**src/rtl/mdio_c22_pkg.sv**
```systemverilog
package mdio_c22_pkg;

    localparam int REG_W      = 32;
    localparam int ADDR_W     = 8;

    localparam logic [ADDR_W-1:0] OFS_CMD   = 8'h00;
    localparam logic [ADDR_W-1:0] OFS_CAUSE = 8'h7C;
    localparam logic [ADDR_W-1:0] OFS_MASK  = 8'h80;

    localparam int DATA_W     = 16;
    localparam int ADR_W      = 5;
    localparam int PHY_LSB    = 16;
    localparam int RGA_LSB    = 21;
    localparam int OP_BIT     = 26;
    localparam int RVALID_BIT = 27;
    localparam int BUSY_BIT   = 28;
    localparam int DONE_BIT   = 4;

    localparam int PRE_BITS   = 32;
    localparam int FRAME_BITS = PRE_BITS + 2 + 2 + 2 * ADR_W + 2 + DATA_W;
    localparam int TA_IDX     = PRE_BITS + 4 + 2 * ADR_W;
    localparam int DAT_IDX    = TA_IDX + 2;

    typedef enum logic {
        OP_WR = 1'b0,
        OP_RD = 1'b1
    } mdio_op_e;

    typedef struct packed {
        mdio_op_e            op;
        logic [ADR_W-1:0]    regad;
        logic [ADR_W-1:0]    phyad;
        logic [DATA_W-1:0]   data;
    } mdio_cmd_t;

endpackage

```
**src/rtl/mdio_mdc_div.sv**
```systemverilog
module mdio_mdc_div #(
    parameter int HALF_CYC = 4
) (
    input  logic clk,
    input  logic rst_n,
    input  logic run,
    output logic mdc,
    output logic rise_stb,
    output logic fall_stb
);
    localparam int CW = $clog2(HALF_CYC + 1);
    localparam logic [CW-1:0] CNT_LAST = CW'(HALF_CYC - 1);

    typedef struct packed {
        logic [CW-1:0] cnt;
        logic          mdc;
    } div_st_t;

    div_st_t s_d, s_q;
    logic    wrap;

    assign wrap = run && (s_q.cnt == CNT_LAST);

    always_comb begin
        s_d = s_q;
        if (!run) begin
            s_d.cnt = '0;
            s_d.mdc = 1'b0;
        end else if (wrap) begin
            s_d.cnt = '0;
            s_d.mdc = ~s_q.mdc;
        end else begin
            s_d.cnt = s_q.cnt + 1'b1;
        end
    end

    always_ff @(posedge clk) begin
        if (!rst_n) s_q <= '0;
        else        s_q <= s_d;
    end

    assign mdc      = s_q.mdc;
    assign rise_stb = wrap && !s_q.mdc;
    assign fall_stb = wrap &&  s_q.mdc;

    // the clock parks low whenever no frame runs
    a_r4_park_low: assert property (@(posedge clk) disable iff (!rst_n)
        !run |=> !mdc);

endmodule

```
**src/rtl/mdio_frame_eng.sv**
```systemverilog
module mdio_frame_eng
    import mdio_c22_pkg::*;
(
    input  logic              clk,
    input  logic              rst_n,
    input  logic              start,
    input  mdio_cmd_t         cmd,
    input  logic              rise_stb,
    input  logic              fall_stb,
    input  logic              mdio_i,
    output logic              busy,
    output logic              done,
    output logic [DATA_W-1:0] rd_data,
    output logic              mdio_o,
    output logic              mdio_oe
);
    localparam int IW = $clog2(FRAME_BITS);
    localparam logic [IW-1:0] IDX_LAST = IW'(FRAME_BITS - 1);
    localparam logic [IW-1:0] IDX_TA   = IW'(TA_IDX);
    localparam logic [IW-1:0] IDX_DAT  = IW'(DAT_IDX);

    typedef struct packed {
        logic                  busy;
        logic [IW-1:0]         idx;
        logic [FRAME_BITS-1:0] sh;
        logic                  rd;
        logic [DATA_W-1:0]     cap;
    } eng_st_t;

    eng_st_t s_d, s_q;
    logic    is_rd;
    logic [FRAME_BITS-1:0] frame;

    always_comb begin
        is_rd = (cmd.op == OP_RD);
        frame = {{PRE_BITS{1'b1}}, 2'b01,
                 (is_rd ? 2'b10 : 2'b01),
                 cmd.phyad, cmd.regad, 2'b10,
                 (is_rd ? {DATA_W{1'b1}} : cmd.data)};
    end

    always_comb begin
        s_d = s_q;
        if (!s_q.busy) begin
            if (start) begin
                s_d.busy = 1'b1;
                s_d.idx  = '0;
                s_d.sh   = frame;
                s_d.rd   = is_rd;
                s_d.cap  = '0;
            end
        end else begin
            if (rise_stb && s_q.rd && (s_q.idx >= IDX_DAT))
                s_d.cap = {s_q.cap[DATA_W-2:0], mdio_i};
            if (fall_stb) begin
                if (s_q.idx == IDX_LAST) begin
                    s_d.busy = 1'b0;
                end else begin
                    s_d.idx = s_q.idx + 1'b1;
                    s_d.sh  = {s_q.sh[FRAME_BITS-2:0], 1'b1};
                end
            end
        end
    end

    always_ff @(posedge clk) begin
        if (!rst_n) s_q <= '0;
        else        s_q <= s_d;
    end

    assign busy    = s_q.busy;
    assign done    = s_q.busy && fall_stb && (s_q.idx == IDX_LAST);
    assign rd_data = s_q.cap;
    assign mdio_o  = s_q.busy ? s_q.sh[FRAME_BITS-1] : 1'b1;
    assign mdio_oe = s_q.busy && !(s_q.rd && (s_q.idx >= IDX_TA));

    // the line holds its value across a rising clock edge
    a_r5_hold_on_rise: assert property (@(posedge clk) disable iff (!rst_n)
        (s_q.busy && rise_stb) |=> $stable(mdio_o));

    // a read frame never drives the line once the turnaround is reached
    a_r6_release_ta: assert property (@(posedge clk) disable iff (!rst_n)
        (s_q.busy && s_q.rd && fall_stb && (s_q.idx == IDX_TA - 1'b1)) |=> !mdio_oe);

endmodule

```
**src/rtl/mdio_c22_master.sv**
```systemverilog
module mdio_c22_master
    import mdio_c22_pkg::*;
#(
    parameter int HALF_CYC = 4
) (
    input  logic              clk,
    input  logic              rst_n,
    input  logic              reg_we,
    input  logic [ADDR_W-1:0] reg_addr,
    input  logic [REG_W-1:0]  reg_wdata,
    output logic [REG_W-1:0]  reg_rdata,
    output logic              mdc,
    output logic              mdio_o,
    output logic              mdio_oe,
    input  logic              mdio_i,
    output logic              irq
);
    typedef struct packed {
        mdio_cmd_t cmd;
        logic      rvalid;
        logic      cause;
        logic      mask;
    } top_st_t;

    top_st_t           s_d, s_q;
    mdio_cmd_t         new_cmd;
    logic              start;
    logic              eng_busy, eng_done;
    logic [DATA_W-1:0] eng_data;
    logic              rise_stb, fall_stb;
    logic              unused_wdata;

    assign unused_wdata = ^reg_wdata[REG_W-1:RVALID_BIT];

    assign start = reg_we && (reg_addr == OFS_CMD) && !eng_busy;

    always_comb begin
        new_cmd.op    = mdio_op_e'(reg_wdata[OP_BIT]);
        new_cmd.regad = reg_wdata[RGA_LSB +: ADR_W];
        new_cmd.phyad = reg_wdata[PHY_LSB +: ADR_W];
        new_cmd.data  = reg_wdata[DATA_W-1:0];
    end

    mdio_mdc_div #(.HALF_CYC(HALF_CYC)) u_div (
        .clk      (clk),
        .rst_n    (rst_n),
        .run      (eng_busy),
        .mdc      (mdc),
        .rise_stb (rise_stb),
        .fall_stb (fall_stb)
    );

    mdio_frame_eng u_eng (
        .clk      (clk),
        .rst_n    (rst_n),
        .start    (start),
        .cmd      (new_cmd),
        .rise_stb (rise_stb),
        .fall_stb (fall_stb),
        .mdio_i   (mdio_i),
        .busy     (eng_busy),
        .done     (eng_done),
        .rd_data  (eng_data),
        .mdio_o   (mdio_o),
        .mdio_oe  (mdio_oe)
    );

    always_comb begin
        s_d = s_q;
        if (start) begin
            s_d.cmd    = new_cmd;
            s_d.rvalid = 1'b0;
        end
        if (eng_done && (s_q.cmd.op == OP_RD)) begin
            s_d.cmd.data = eng_data;
            s_d.rvalid   = 1'b1;
        end
        if (reg_we && (reg_addr == OFS_CAUSE) && !reg_wdata[DONE_BIT])
            s_d.cause = 1'b0;
        if (eng_done)
            s_d.cause = 1'b1;
        if (reg_we && (reg_addr == OFS_MASK))
            s_d.mask = reg_wdata[DONE_BIT];
    end

    always_ff @(posedge clk) begin
        if (!rst_n) s_q <= '0;
        else        s_q <= s_d;
    end

    always_comb begin
        reg_rdata = '0;
        case (reg_addr)
            OFS_CMD: begin
                reg_rdata[DATA_W-1:0]         = s_q.cmd.data;
                reg_rdata[PHY_LSB +: ADR_W]   = s_q.cmd.phyad;
                reg_rdata[RGA_LSB +: ADR_W]   = s_q.cmd.regad;
                reg_rdata[OP_BIT]             = s_q.cmd.op;
                reg_rdata[RVALID_BIT]         = s_q.rvalid;
                reg_rdata[BUSY_BIT]           = eng_busy;
            end
            OFS_CAUSE: reg_rdata[DONE_BIT] = s_q.cause;
            OFS_MASK:  reg_rdata[DONE_BIT] = s_q.mask;
            default:   reg_rdata = '0;
        endcase
    end

    assign irq = s_q.cause && s_q.mask;

    // no clock activity outside a frame
    a_r4_idle_clock_low: assert property (@(posedge clk) disable iff (!rst_n)
        !eng_busy |-> !mdc);

    // a command written during a frame leaves the latched fields alone
    a_r8_busy_ignores_cmd: assert property (@(posedge clk) disable iff (!rst_n)
        (reg_we && (reg_addr == OFS_CMD) && eng_busy && !eng_done) |=> $stable(s_q.cmd));

    // a finished frame always leaves the done cause set
    a_r9_done_sets_cause: assert property (@(posedge clk) disable iff (!rst_n)
        eng_done |=> s_q.cause);

    // read-valid rises only as a read frame ends
    a_r6_rvalid_at_read_end: assert property (@(posedge clk) disable iff (!rst_n)
        $rose(s_q.rvalid) |-> ($fell(eng_busy) && (s_q.cmd.op == OP_RD)));

    // an accepted command starts with read-valid low
    a_r7_accept_clears_rvalid: assert property (@(posedge clk) disable iff (!rst_n)
        start |=> !s_q.rvalid);

endmodule

```
**config.mk**
```make
export PLATFORM = sky130hd
export DESIGN_NAME = mdio_c22_master
export DESIGN_NICKNAME = d
export VERILOG_FILES = /design/src/rtl/mdio_c22_pkg.sv /design/src/rtl/mdio_mdc_div.sv /design/src/rtl/mdio_frame_eng.sv /design/src/rtl/mdio_c22_master.sv
export SDC_FILE = /design/constraint.sdc
export NUM_CORES = 1
export LEC_CHECK = 0
export ABC_CLOCK_PERIOD_IN_PS = 9600
export CAP_MARGIN = 20
export CORE_UTILIZATION = 30
export CTS_CLUSTER_SIZE = 20
export DETAILED_ROUTE_END_ITERATION = 6
export GPL_TIMING_DRIVEN = 0
export HOLD_SLACK_MARGIN = 0.02
export PLACE_DENSITY = 0.52
export SYNTH_ARGS = -nofsm -noshare
export SYNTH_HDL_FRONTEND = slang
export SYNTH_HIERARCHICAL = 1
export SYNTH_SLANG_ARGS = --single-unit
export TNS_END_PERCENT = 20
```
**constraint.sdc**
```tcl
create_clock -name clk -period 9.6 [get_ports clk]
set_input_delay 2.88 -clock clk [delete_from_list [all_inputs] [get_ports clk]]
set_output_delay 2.88 -clock clk [all_outputs]
set_load 0.02 [all_outputs]
```
==> results of run 1 <==
==> sequential cells by signal, summed over array words and instances (netlist names) <==
name / cells
s_q: 30
u_div/mdc: 1
u_eng/busy: 1
u_div/s_q: 3
u_eng/rd_data: 16
u_eng/s_q: 71
==> synth_stat cells (10+ instances only) <==
cell type,instances
sky130_fd_sc_hd__buf_2,10
sky130_fd_sc_hd__a21boi_0,47
sky130_fd_sc_hd__and3_1,40
sky130_fd_sc_hd__a221o_1,27
sky130_fd_sc_hd__o21ai_0,21
sky130_fd_sc_hd__buf_4,21
sky130_fd_sc_hd__nor2_1,38
sky130_fd_sc_hd__dfxtp_1,122
sky130_fd_sc_hd__nand3_1,28
sky130_fd_sc_hd__clkbuf_1,45
sky130_fd_sc_hd__a21oi_1,50
sky130_fd_sc_hd__nand4_1,29
sky130_fd_sc_hd__a31oi_1,18
sky130_fd_sc_hd__nand2_1,63
sky130_fd_sc_hd__o31ai_1,29
==> layout by cell type (no fill, tap or decap), types with 2 or more instances in the layout <==
cell                              count
sky130_fd_sc_hd__a21oi_1             50
sky130_fd_sc_hd__a21boi_1             4
sky130_fd_sc_hd__dfxtp_1            122
sky130_fd_sc_hd__clkbuf_1            46
sky130_fd_sc_hd__clkdlybuf4s50_1     71
sky130_fd_sc_hd__buf_6                6
sky130_fd_sc_hd__nand3_1             28
sky130_fd_sc_hd__clkinv_2             4
sky130_fd_sc_hd__clkbuf_8             6
sky130_fd_sc_hd__nand2_1             63
sky130_fd_sc_hd__buf_4               21
sky130_fd_sc_hd__o31ai_1             29
sky130_fd_sc_hd__nor4_1               2
sky130_fd_sc_hd__a21boi_0            47
sky130_fd_sc_hd__conb_1               3
sky130_fd_sc_hd__a221o_1             27
sky130_fd_sc_hd__nor2b_1              3
sky130_fd_sc_hd__and3_1              40
sky130_fd_sc_hd__a31oi_1             18
sky130_fd_sc_hd__and2_1               3
sky130_fd_sc_hd__o21a_1               3
sky130_fd_sc_hd__nand2b_1             3
sky130_fd_sc_hd__bufinv_16            2
sky130_fd_sc_hd__nor2_1              38
sky130_fd_sc_hd__buf_2               10
sky130_fd_sc_hd__clkbuf_16           17
sky130_fd_sc_hd__o21ai_0             21
sky130_fd_sc_hd__nor3_1               6
sky130_fd_sc_hd__ha_1                 3
sky130_fd_sc_hd__inv_1                6
sky130_fd_sc_hd__nand4_1             29
==> power groups by stage <==
stage               Combinational, uW  Clock, uW  Sequential, uW
floorplan                        25.2          0             518
global placement                 56.9          0             518
detailed placement               57.1          0             519
CTS                              57.6        654             508
global route                     61.8        676             507
finish                           58.2        644             508
==> logic make-up (layout without fill, tap and decap cells) <==
kind of cell	count (synthesis)	count (layout)
AO/OA/AOI/OAI	203	203
XOR/XNOR	1	1
adder cells (fa/ha/maj)	3	3
buffers and inverters	89	191
flip-flops	122	122
multiplexers	2	2
other	1	3
AND/OR/NAND/NOR	227	227
==> how the worst max path moves through the flow <==
stage           startpoint            to  slack [ns]  cells after the start
2_1_floorplan  reg_addr[4]  reg_rdata[4]        2.81                      5
3_3_place_gp   reg_addr[4]  reg_rdata[4]        1.32                      7
3_5_place_dp   reg_addr[4]  reg_rdata[4]        1.31                      7
4_1_cts        reg_addr[4]  reg_rdata[4]        1.31                      7
5_1_grt        reg_addr[5]  reg_rdata[4]        1.18                      7
6_report       reg_addr[4]  reg_rdata[4]        1.29                      7
==> per-layer routing <==
| layer | wire length, um | share of wire |
|---|---|---|
| met1 | 8196 | 0.49 |
| met2 | 7485 | 0.45 |
| met3 | 812 | 0.049 |
| met4 | 169 | 0.010 |
| met5 | 0 | 0 |
==> worst register-to-register path, delay by kind of cell (launching register included) <==
kind | cells | cell delay [ns]
and+or+nand+nor | 5 | 1.21
buffers and inverters | 3 | 1.19
DFF | 1 | 0.67
AOI/OAI and AO/OA | 1 | 0.18
==> stage by stage <==
step	instances	power (uW)	hold slack, ns	worst slack [ns]
3_5_place_dp	950	575.6	0.4248	1.305
4_1_cts	981	1219	0.4317	1.308
2_1_floorplan	650	543.6	0.4084	2.813
6_report	981	1210	0.4280	1.285
5_1_grt	981	1245	0.4563	1.184
3_3_place_gp	950	575.4	0.4164	1.322
==> cell type report <==
cell class / count / area [sq um] / share of cell area
Tap cell: 229 / 286.5 / 0.04015
Timing Repair Buffer: 71 / 710.7 / 0.09958
Clock buffer: 24 / 511.7 / 0.07170
Clock inverter: 7 / 87.58 / 0.01227
Sequential cell: 122 / 2442 / 0.3422
Buffer: 83 / 449.2 / 0.06294
Inverter: 6 / 22.52 / 0.003156
Multi-Input combinational cell: 439 / 2626 / 0.3680
==> impl_metrics.csv, run 1 <==
group,metric,value,unit
run_status,status,"completed",
critical_path,critPathMaxFanout,10,
pwr,clockPowerShare,0.532,
pwr,power_report.internal_total,951.3,uW
timing,fin_skew,0.005484,ns
global_route,grt_met3_use,0.03937,
critical_path,timing.critical_path.cells,"clkdlybuf4s50_1 > nor4_1 > buf_2 > clkbuf_1 > nand3_1 > nand3_1 > clkdlybuf4s50_1",
global_route,first_global_vias,4856,
place,detailed_place.area,0.006538,sq mm
final_layout,finalCoreUtilization,0.3959,
critical_path,cp.required,6.72,ns
clock_network,htree_levels,4,
min_path,min_path_cells,1,
synthesis,count_of_yosys_warnings_during_synthesis,6,
clock_network,cts.repair.resized,0,
min_path,hold_end,"u_div/s_q[1]",
synthesis,synth.ff_latch_count,122,
run,timing.max_cap.violations,0,
timing,rsz0062_at_grt,"no",
global_route,gr-usage-all-layers,0.1785,
critical_path,crit_buf_inv,4,
synthesis,yosys_cell_types,46,
die,io-pin-count,80,
routing,wirelength,16.66,mm
synthesis,area_share_of_the_leading_cell_type_in_the_synthesized_netlist,0.4414,
place,place.port_buffers,71,
timing,timing.fmax,120.3,MHz
global_route,grt_max_degree,17,
global_route,globalRoute.totalOverflow,0,
timing,worstMarginPinSlew,0.7913,ns
min_path,worstHoldStart,"u_div/s_q[1]",
synthesis,synth_edf_count,0,
routing,avgRoutedWirePerCell,16.99,um
final_layout,final_cell_area,0.007137,sq mm
synthesis,synth_xor_area_frac,0.001583,
synthesis,mappedNetlistArea,0.005533,sq mm
timing,timing_max_transition_violations_final,0,
clock_network,cts.path.max_buffers,2,
final_layout,area_growth_syn_to_layout,28.99,%
synthesis,synth-simple-area-share,0.2090,
clock_network,cts_root_buffer,"sky130_fd_sc_hd__clkbuf_16",
synthesis,dominantRegCellSynth,"sky130_fd_sc_hd__dfxtp_1",
final_layout,layout.nets,787,
synthesis,synth_top_cell_by_area,"sky130_fd_sc_hd__dfxtp_1",
clock_network,hold_buffers,0,
die,initial_utilization,0.3070,
final_layout,antenna-diode-count,0,
routing,via_per_inst,5.286,
place,post-dp-hpwl,12.24,mm
pwr,seq_power_share,0.420,
timing,report.final.setup_viol,0,
critical_path,critical-path-top-delay-family,"buffers and inverters",
pwr,worst_ir_drop_vdd,106.3,uV
synthesis,synth_top_family_by_area,"compound AO/OA/AOI/OAI gates",
clock_network,cts_tree,"yes",
clock_network,clkSinkCount,122,
clock_network,cts.repair_timing.setup_buffer_count,0,
pwr,p_sw_frac,0.2136,
global_route,initial_antenna_violation_count,0,
die,core.rowCount,49,
timing,layout_min_cycle_time,8.315,ns
die,core_area,0.01802,sq mm
final_layout,fillers,1840,
global_route,use_met1,0.2438,
pwr,combinational_share_of_power,0.048,
synthesis,seq_area_frac_synth,0.4414,
synthesis,synth_compound_area_frac,0.2515,
global_route,gr-max-usage-layer,"met2",
die,die-height,137.8,um
critical_path,critPathKind,"in2out",
clock_network,clkSlewWorstSetupHoldPaths,0.05,ns
timing,timing.setup.tns,0,ns
global_route,use_met2,0.2792,
synthesis,synth_fa_ha_area_frac,0.006784,
critical_path,element_type_at_the_critical_path_end,"output port",
global_route,global_route_wire_length_before_repair,25.59,mm
routing,first_pass_iters,5,
synthesis,postSynthCellCount,648,
routing,drcViolationCount,0,
critical_path,worstRegToRegCells,9,
pwr,static-leakage-power,0.002585,uW
place,gp_congestion,0.8513,
critical_path,worst_ep_arrival_time,5.43,ns
timing,max_slew_margin,0.4684,
min_path,hold_class,"reg2reg",
critical_path,r2r_start,"u_eng/busy",
critical_path,start_kind,"primary input",
die,fp.dieW,137.8,um
routing,routed_antenna_nets,0,
synthesis,async_reset_ff_frac,0,
synthesis,netlist_top_cells_area,"sky130_fd_sc_hd__dfxtp_1 44%, sky130_fd_sc_hd__a21boi_0 6.4%, sky130_fd_sc_hd__a221o_1 4.9%",
critical_path,worst-r2r-setup-slack,6.29,ns
critical_path,critical-path-max-stage-delay,0.61,ns
clock_network,cts_inserted_buffers,17,
synthesis,synth.avg_cell_area,8.538,sq um
critical_path,slowest_stage,"sky130_fd_sc_hd__clkdlybuf4s50_1",
critical_path,rr_endpoint,"u_eng/s_q[29]",
synthesis,synth_mux_area_frac,0.003844,
timing,final_hold_violating_endpoints,0,
routing,initialDrtViolationCount,275,
routing,detailroute.via_count,5186,
pwr,power_per_cell_area,169.5,mW/mm^2
pwr,p_sw,258.4,uW
timing,part_of_the_cycle_the_worst_path_needs,0.8661,
final_layout,drive_above_1_share,0.1011,
clock_network,clk-insertion-delay-late,0.41,ns
die,die-area,0.01899,sq mm
Power figures use the tool's default switching activity.
==> run 2: changes to the inputs <==
--- a/config.mk
+++ b/config.mk
@@ -5,7 +5,7 @@
 export SDC_FILE = /design/constraint.sdc
 export NUM_CORES = 1
 export LEC_CHECK = 0
-export ABC_CLOCK_PERIOD_IN_PS = 9600
+export ABC_CLOCK_PERIOD_IN_PS = 8500
 export CAP_MARGIN = 20
 export CORE_UTILIZATION = 30
 export CTS_CLUSTER_SIZE = 20
==> constraint.sdc (replaced) <==
create_clock -name clk -period 8.5 [get_ports clk]
set_input_delay 2.55 -clock clk [delete_from_list [all_inputs] [get_ports clk]]
set_output_delay 2.55 -clock clk [all_outputs]
set_load 0.02 [all_outputs]
==> results of run 2 <==
Same layout as run 1 (identical final DEF). Status: completed.
Main changes from that run: setup slack after placement 1.305 ns -> 0.8651 ns; setup slack after layout 1.285 ns -> 0.8452 ns; register-to-register setup slack 6.29 ns -> 5.19 ns; total power 1210 uW -> 1366 uW; worst IR drop on VDD 106.3 uV -> 120.0 uV
